===== src/rtl/i2s_rx_pkg.sv =====
package i2s_rx_pkg;
  // Largest receive width the strobe struct has to address.
  localparam int unsigned RX_LIMIT = 28;
  localparam int unsigned POS_W    = $clog2(RX_LIMIT);

  // Strobes passed from the phase controller to the datapath.
  typedef struct packed {
    logic             insertEn;  // current bit lies inside the receive width
    logic [POS_W-1:0] bitPos;    // target bit position for this sample
    logic             endWord;   // toggle seen: this edge closes the word
    logic             capLeft;   // deliver the closing word as left
    logic             capRight;  // deliver the closing word as right
  } rxStrobe_t;
endpackage


===== src/rtl/i2s_rx_ctrl.sv =====
module i2s_rx_ctrl
  import i2s_rx_pkg::*;
#(
  parameter int unsigned RX_W     = 16,
  parameter int unsigned MAX_BITS = 31,
  localparam int unsigned CNT_W   = $clog2(MAX_BITS + 1)
) (
  input  logic             sck,
  input  logic             rstN,
  input  logic             ws,
  output rxStrobe_t        strobe,
  output logic [CNT_W-1:0] wordBits
);

  logic             wsD;
  logic             primed;
  logic             synced;
  logic [CNT_W-1:0] cnt;
  logic             toggle;

  // A toggle counts only once a real previous sample exists.
  assign toggle = primed & (ws ^ wsD);

  always_comb begin
    strobe.insertEn = (32'(cnt) < RX_W);
    strobe.bitPos   = POS_W'(RX_W - 1) - POS_W'(cnt);
    strobe.endWord  = toggle;
    strobe.capLeft  = toggle & synced & ~wsD;
    strobe.capRight = toggle & synced & wsD;
  end

  // cnt never exceeds MAX_BITS-1, so the closing count is at most MAX_BITS.
  assign wordBits = cnt + CNT_W'(1);

  always_ff @(posedge sck or negedge rstN) begin
    if (!rstN) begin
      wsD    <= 1'b0;
      primed <= 1'b0;
      synced <= 1'b0;
      cnt    <= '0;
    end else begin
      wsD    <= ws;
      primed <= 1'b1;
      if (toggle) begin
        synced <= 1'b1;
        cnt    <= '0;
      end else if (32'(cnt) < MAX_BITS - 1) begin
        cnt <= cnt + CNT_W'(1);
      end
    end
  end

endmodule


===== src/rtl/i2s_rx_dp.sv =====
module i2s_rx_dp
  import i2s_rx_pkg::*;
#(
  parameter int unsigned RX_W  = 16,
  parameter int unsigned CNT_W = 5,
  localparam int unsigned IDX_W = $clog2(RX_W)
) (
  input  logic             sck,
  input  logic             rstN,
  input  logic             sd,
  input  rxStrobe_t        strobe,
  input  logic [CNT_W-1:0] wordBits,
  output logic [RX_W-1:0]  leftData,
  output logic [RX_W-1:0]  rightData,
  output logic             leftValid,
  output logic             rightValid,
  output logic [CNT_W-1:0] bitCount
);

  logic [RX_W-1:0] shReg;
  logic [RX_W-1:0] nextWord;

  // Place the current sample; bits past the receive width are dropped.
  always_comb begin
    nextWord = shReg;
    if (strobe.insertEn) nextWord[IDX_W'(strobe.bitPos)] = sd;
  end

  always_ff @(posedge sck or negedge rstN) begin
    if (!rstN) begin
      shReg      <= '0;
      leftData   <= '0;
      rightData  <= '0;
      leftValid  <= 1'b0;
      rightValid <= 1'b0;
      bitCount   <= '0;
    end else begin
      // Clearing at word end supplies the zero fill for short words.
      shReg      <= strobe.endWord ? '0 : nextWord;
      leftValid  <= strobe.capLeft;
      rightValid <= strobe.capRight;
      if (strobe.capLeft)  leftData  <= nextWord;
      if (strobe.capRight) rightData <= nextWord;
      if (strobe.capLeft || strobe.capRight) bitCount <= wordBits;
    end
  end

endmodule


===== src/rtl/i2s_word_rx.sv =====
module i2s_word_rx
  import i2s_rx_pkg::*;
#(
  parameter int unsigned RX_W     = 16,
  parameter int unsigned MAX_BITS = 31,
  localparam int unsigned CNT_W   = $clog2(MAX_BITS + 1)
) (
  input  logic             sck,
  input  logic             rstN,
  input  logic             ws,
  input  logic             sd,
  output logic [RX_W-1:0]  leftData,
  output logic [RX_W-1:0]  rightData,
  output logic             leftValid,
  output logic             rightValid,
  output logic [CNT_W-1:0] bitCount
);

  rxStrobe_t        strobe;
  logic [CNT_W-1:0] wordBits;

  i2s_rx_ctrl #(.RX_W(RX_W), .MAX_BITS(MAX_BITS)) ctrl (
    .sck      (sck),
    .rstN     (rstN),
    .ws       (ws),
    .strobe   (strobe),
    .wordBits (wordBits)
  );

  i2s_rx_dp #(.RX_W(RX_W), .CNT_W(CNT_W)) dp (
    .sck        (sck),
    .rstN       (rstN),
    .sd         (sd),
    .strobe     (strobe),
    .wordBits   (wordBits),
    .leftData   (leftData),
    .rightData  (rightData),
    .leftValid  (leftValid),
    .rightValid (rightValid),
    .bitCount   (bitCount)
  );

endmodule


===== config.mk =====
export PLATFORM = sky130hd
export DESIGN_NAME = i2s_word_rx
export DESIGN_NICKNAME = d
export VERILOG_FILES = /design/src/rtl/i2s_rx_pkg.sv /design/src/rtl/i2s_rx_ctrl.sv /design/src/rtl/i2s_rx_dp.sv /design/src/rtl/i2s_word_rx.sv
export SDC_FILE = /design/constraint.sdc
export NUM_CORES = 1
export LEC_CHECK = 0
export ABC_AREA = 1
export ABC_CLOCK_PERIOD_IN_PS = 1800
export CAP_MARGIN = 20
export CORE_UTILIZATION = 45
export CTS_CLUSTER_DIAMETER = 60
export DETAILED_ROUTE_END_ITERATION = 12
export DONT_BUFFER_PORTS = 1
export GPL_TIMING_DRIVEN = 0
export PLACE_DENSITY_LB_ADDON = 0.3
export SLEW_MARGIN = 20
export SYNTH_ARGS = -nofsm -noshare
export SYNTH_HDL_FRONTEND = slang
export SYNTH_SLANG_ARGS = --single-unit
export TNS_END_PERCENT = 5

===== constraint.sdc =====
create_clock -name sck -period 1.8 [get_ports sck]
set_input_delay 0.09 -clock sck [delete_from_list [all_inputs] [get_ports sck]]
set_output_delay 0.09 -clock sck [all_outputs]
set_load 0.02 [all_outputs]

==> summary.txt, run 1 <==
std cell rows = 28
Flop pwr share = 51.9%
IO buf count = 0
Area contributors post-synth = dfrtp_1 57%, nand2_1 20%, nand3_1 9.6%
Mapped Area = 2770 µm²
DR pass1 iterations = 5
area growth from synthesis to layout = 12.3%
share of layout cells above drive strength 1 = 9.47%
I/O Pins = 43
wire per inst = 13.8 µm
Final Util = 52.5%
startpoint types = flip-flop
Worst Setup End Kind = flip-flop
Critical Path RT = 2.02 ns
asr flop ratio synth = 100%
Post-synth EDFFs = 0
syn_nets = 348
later-pin clock latency in the skew report = 0.33 ns
Starting Density = 46.8%
combinational power share = 21.9%
CTS tree = built
post-synthesis sequential element count = 63
slew at the pin closest to its max-slew limit = 0.549 ns
Detailed Place HPWL = 3910 µm
minimum hold slack = 0.115 ns
Crit. Startpoint = ctrl.cnt[0]$_DFFE_PN0P_
Rel. slew slack = 63.4%
Mapped Cells = 340
Fin. Hold Viols = 0
RSZ-0062 raised after global routing = no
crit-path max FO = 8
Max clock buf depth = 2
chip height = 80.4 µm
hold path startpoint = ws
Net Switching = 0.00175 W
filler cell count = 556
top cell type by total area after synthesis = dfrtp_1
Worst-path clk slew = 0.07 ns
first-pass GRT wire length = 9940 µm
clock share of power = 26.2%
Num Clock Sinks = 63
fin crit share = 87.9%
cts bufs inserted = 9
Total Wirelength = 5970 µm
# Post-CTS Setup Buffers = 0
Fmax = 632 MHz
total grt overflow = 0
vias = 2131
count leader, synth = nand2_1
Die ar. = 6470 µm²
Pleak = 1.72 nW
vias per inst = 4.91
Worst Hold Path EP = dp.leftData[11]$_DFFE_PN0P_
Iteration-0 DRC Markers = 194
initial antenna violation count = 0
hold depth = 3
final setup vio count = 0
Synth Flop Type = dfrtp_1
max-cap viol count = 0
synth unique cells = 17
worst r2r src = ctrl.cnt[0]$_DFFE_PN0P_
R2R Setup Slk = 0.22 ns
internal power = 0.00278 W
Total GRT Usage = 20.9%
Antenna Cells = 0
Yosys top cell area share = 56.9%
crit path DAT = 1.80 ns
Root Buffer = clkbuf_8
H-tree Lvls = 3
TNS Setup = 0 ns
switch share = 38.6%
Overall Power = 0.00453 W
Slew Limit Fails = 0
final-stage net count = 362
DRC = 0
top cells by count, synth = 145 x nand2_1, 63 x dfrtp_1, 53 x nand3_1
number of global-route vias before repair = 2118
Seq/Total Area, Yosys = 56.9%
largest net degree at the start of global routing = 64
routability cong. = 0.733
Routed Antenna Nets = 0
power per cell area = 1460 nW/µm²
Core Region = 5920 µm²
Post-Route Skew = 0.00621 ns
peak supply drop = 672 µV
min-delay worst type = in2reg
Crit Path Category = reg2reg
Die X = 80.4 µm
FF-to-FF path depth = 7
Synthesis Warnings = 0
reg2reg end = dp.rightData[7]$_DFFE_PN0P_
min Tclk post-route = 1.58 ns
Avg Cell Area, Syn = 8.14 µm²
status = complete, no violations
==> flip-flops by register name, summed over array words and instances, names as in the netlist <==
signal,flops
dp.leftValid,1
dp.bitCount,5
ctrl.synced,1
ctrl.primed,1
dp.rightValid,1
dp.leftData,16
ctrl.cnt,5
dp.shReg,16
ctrl.wsD,1
dp.rightData,16
==> cell usage in the layout, fill, tap and decap left out <==
cell           netlist  routed
nand2_1            145     145
dfrtp_1             63      63
nand3_1             53      53
inv_1               26      26
nor2_1              25      21
clkbuf_8             0      10
nor2_2               3       7
clkbuf_1             4       6
clkinv_2             2       5
ha_1                 4       4
inv_2                3       3
buf_4                3       3
buf_2                2       2
nand4_2              2       2
o21ai_0              2       2
dlygate4sd3_1        0       2
nand4_1              1       1
xor2_1               1       1
bufinv_16            0       1
conb_1               1       1
buf_16               0       1
==> final cells by class <==
type	instances	area [µm²]	share of cell area [%]
buffer	9	47.5	1.53
clock buffer	12	145	4.67
clock inverter	4	45.0	1.45
inverter	31	119	3.82
multi-input combinational	237	1040	33.3
sequential	63	1580	50.7
tap	75	93.8	3.02
timing repair buffer	3	47.5	1.53
==> metal layers <==
layer | vias up | global-route usage, % | wire length [µm] | share of wire (%)
met1 | 987 | 29.2 | 2760 | 46
met5 | - | 0 | 0 | 0
met4 | 0 | 8.93 | 57 | 0.96
met3 | 6 | 4.66 | 373 | 6.3
met2 | 58 | 31.0 | 2780 | 47
li1 | 1080 | - | - | -
==> cells by family (layout without fill, tap and decap cells) <==
family          after synthesis  count (layout)  share of synthesized area, %
other cells                   1               1                         0.135
buf+inv                      40              59                          6.01
simple gates                229             229                          34.4
xor+xnor                      1               1                         0.316
fa+ha+maj                     4               4                          1.81
compound gates                2               2                         0.362
flops                        63              63                          56.9
==> worst max-delay path, stage by stage, from the launching register on <==
cell	delay [ns]
dfrtp_1	0.44
inv_1	0.15
ha_1	0.16
inv_1	0.04
nor2_2	0.31
nand3_1	0.19
nand3_1	0.13
nand2_1	0.06
==> stage by stage <==
stage,setup slack [ns],instance area [µm²],std cells
2_1_floorplan,0.402,2770,340
3_3_place_gp,0.0220,2860,415
3_5_place_dp,0.0236,2860,415
4_1_cts,0.0223,3100,434
5_1_grt,0.0852,3110,434
6_report,0.219,3110,434
==> power groups by stage <==
| stage | clock network, W | logic [W] | registers (W) |
|---|---|---|---|
| floorplan | 0 | 0.000759 | 0.00232 |
| global placement | 0 | 0.000905 | 0.00237 |
| detailed placement | 0 | 0.000940 | 0.00238 |
| CTS | 0.00121 | 0.000998 | 0.00236 |
| global route | 0.00129 | 0.00117 | 0.00241 |
| finish | 0.00119 | 0.000994 | 0.00235 |
==> how the worst max path moves through the flow <==
stage,slack (ns),cells past startpoint,to
2_1_floorplan,0.40,7,dp.leftData[7]$_DFFE_PN0P_
3_3_place_gp,0.02,7,dp.leftData[7]$_DFFE_PN0P_
3_5_place_dp,0.02,7,dp.leftData[7]$_DFFE_PN0P_
4_1_cts,0.02,7,dp.leftData[5]$_DFFE_PN0P_
5_1_grt,0.09,7,dp.leftData[5]$_DFFE_PN0P_
6_report,0.22,7,dp.rightData[7]$_DFFE_PN0P_
==> timing repair <==
action                                  4_1_cts  5_1_grt
pin swaps                                     0        0
hold buffers                                  3        0
resized for setup                             1        3
endpoints found under the setup margin        2       31
hold endpoints to repair                     64        0
(Power assumes the default switching activity.)
==> inputs of run 2 (changes only) <==
--- a/config.mk
+++ b/config.mk
@@ -17,5 +17,6 @@
 export SLEW_MARGIN = 20
 export SYNTH_ARGS = -nofsm -noshare
 export SYNTH_HDL_FRONTEND = slang
+export SYNTH_HIERARCHICAL = 1
 export SYNTH_SLANG_ARGS = --single-unit
 export TNS_END_PERCENT = 5
==> summary.txt, run 2 <==
later-pin clock latency in the skew report = 0.33 ns (about the same)
DR pass1 iterations = 5 (unchanged)
number of global-route vias before repair = 2130 (+0.57%)
Critical Path RT = 2.01 ns (about the same)
slowest stage delay, CP = 0.40 ns (-0.04 ns)
RSZ-0062 raised after global routing = no
Starting Density = 46.7% (-0.085 points)
std cell rows = 28 (unchanged)
final worst slack = 0.123 ns (-0.0955 ns)
Pleak = 1.66 nW (-3.5%)
met2 usage = 32.8% (+1.8 points)
WP buf/inv = 2 (unchanged)
IO buf count = 0 (unchanged)
Worst Setup End Kind = flip-flop
met1 Use GR = 23.9% (-5.3 points)
fin crit share = 93.2% (+5.3 points)
minimum hold slack = 0.0648 ns (-0.0500 ns)
commonest non-fill, non-tap cells in the layout = 114 x nand2_1, 63 x dfrtp_1, 53 x nand3_1, 24 x nor2_1, 23 x inv_1
commonest non-fill, non-tap cell in the layout = nand2_1
Die ar. = 6460 µm² (-0.17%)
Mapped Area = 2760 µm² (-0.18%)
Mapped Cells = 325 (-4.4%)
dpl cells = 400 (-3.6%)
worst-path cell chain = nor2_1, nor2_4, nand3_1, inv_1, buf_4, nor2_4, mux2_2
filler cell count = 561 (+0.90%)
syn_nets = 330 (-5.2%)
Net Switching = 0.00171 W (-2.5%)
min-delay worst type = in2reg
Place WS = -0.119 ns (-0.143 ns)
Top Usage Layer GRT = met2
wire per inst = 13.7 µm (-0.23%)
Worst-path clk slew = 0.06 ns (about the same)
power per cell area = 1420 nW/µm² (-2.2%)
Detailed Place HPWL = 3850 µm (-1.6%)
Total GRT Usage = 20.4% (-0.47 points)
Num Clock Sinks = 63 (unchanged)
chip height = 80.4 µm (about the same)
total grt overflow = 0 (unchanged)
startpoint types = flip-flop
Final Util = 52.3% (-0.25 points)
Flop pwr share = 53.4% (+1.5 points)
Crit Path Category = reg2reg
largest net degree at the start of global routing = 64 (unchanged)
Fmax = 596 MHz (-5.7%)
area growth from synthesis to layout = 12.0%
Antenna Cells = 0 (unchanged)
share of layout cells above drive strength 1 = 11.4% (+1.9 points)
cts bufs inserted = 9 (unchanged)
Avg Cell Area, Syn = 8.50 µm² (+4.4%)
Synthesis Warnings = 6 (+6)
final non-filler cell total = 418 (-3.7%)
Slew Limit Fails = 0 (unchanged)
Fin. Hold Viols = 0 (unchanged)
crit-path max FO = 9 (+1)
vias per inst = 5.09 (+3.6%)
Total Wirelength = 5740 µm (-3.9%)
vias = 2126 (-0.23%)
status = complete, no violations
routability cong. = 0.812 (+11%)
initial antenna violation count = 0 (unchanged)
clock share of power = 22.9% (-3.3 points)
Routed Antenna Nets = 0 (unchanged)
Largest delay share family, worst path = simple AND/OR/NAND/NOR gates
combinational power share = 23.7% (+1.8 points)
CP max-delay cell = dfrtp_1
TNS Setup = 0 ns (unchanged)
final-stage net count = 344 (-5.0%)
max-cap viol count = 0 (unchanged)
first-pass GRT wire length = 9710 µm (-2.4%)
peak supply drop = 640 µV (-4.9%)
I/O Pins = 43 (unchanged)
Root Buffer = clkbuf_8
internal power = 0.00270 W (-2.8%)
Die X = 80.4 µm (about the same)
min Tclk post-route = 1.68 ns (+0.0955 ns)
CTS tree = built
DRC = 0 (unchanged)
Core Region = 5920 µm² (unchanged)
crit path DAT = 1.89 ns (+0.09 ns)
grt met3 use = 6.82% (+2.2 points)
final setup vio count = 0 (unchanged)
switch share = 38.7% (+0.086 points)
# Post-CTS Setup Buffers = 0 (unchanged)
Worst path most repeated cell = nor2_4
top flop regs = dp/leftData x16, dp/rightData x16, dp/shReg x16
H-tree Lvls = 3 (unchanged)
Max clock buf depth = 2 (unchanged)
Iteration-0 DRC Markers = 89 (-54%)
Post-Route Skew = 0.00550 ns (-0.000711 ns)
## run 2: layer usage
layer  up-vias  part of all wire, %  wire length (µm)
met5         -                    0                 0
met4         0                  2.9               169
met3        18                  5.7               329
met2        53                   47              2690
met1       998                   44              2540
li1       1057                    -                 -
## run 2: stage by stage
stage                     instance area, µm²  total power [W]
final                                   3100          0.00441
after global routing                    3100          0.00475
after CTS                               3070          0.00445
after detailed placement                2860          0.00336
after global placement                  2860          0.00334
after floorplan                         2760          0.00312
## run 2: repair_timing
action,CTS,global route
hold buffers,3,0
hold endpoints to repair,64,0
endpoints found under the setup margin,35,38
gates resized for setup,8,9
## run 2: worst paths after layout
path,from,to,slack (ns),cells past startpoint
max reg2reg,ctrl/wsD$_DFF_PN0_,dp/bitCount[1]$_DFFE_PN0P_,0.12,7
min,ws,ctrl/cnt[0]$_DFFE_PN0P_,0.06,3
min reg2reg,ctrl/synced$_DFFE_PN0P_,ctrl/synced$_DFFE_PN0P_,0.52,1
max in group asynchronous,rstN,dp/shReg[1]$_DFF_PN0_,1.24,2
min in group asynchronous,rstN,dp/leftData[14]$_DFFE_PN0P_,0.31,2
max,ctrl/wsD$_DFF_PN0_,dp/bitCount[1]$_DFFE_PN0P_,0.12,7
## run 2: worst reg2reg max path, cell delays in order (launching register included)
cell     delay (ns)
dfrtp_1        0.40
nor2_1         0.23
nor2_4         0.09
nand3_1        0.08
inv_1          0.05
buf_4          0.17
nor2_4         0.19
mux2_2         0.35
## run 2: cell type report
cell class / count / area, µm² / area share, %
multi-input combinational: 224 / 1040 / 33.6
buffer: 13 / 85.1 / 2.75
tap: 75 / 93.8 / 3.03
inverter: 25 / 93.8 / 3.03
timing repair buffer: 3 / 47.5 / 1.54
clock buffer: 14 / 153 / 4.93
clock inverter: 1 / 5.00 / 0.162
sequential: 63 / 1580 / 50.9
## run 2: power groups by stage
stage               logic (W)  clock network [W]  registers, W
global placement     0.000956                  0       0.00238
global route          0.00121            0.00113       0.00241
finish                0.00105            0.00101       0.00236
CTS                   0.00103            0.00105       0.00236
detailed placement   0.000979                  0       0.00239
floorplan            0.000802                  0       0.00232
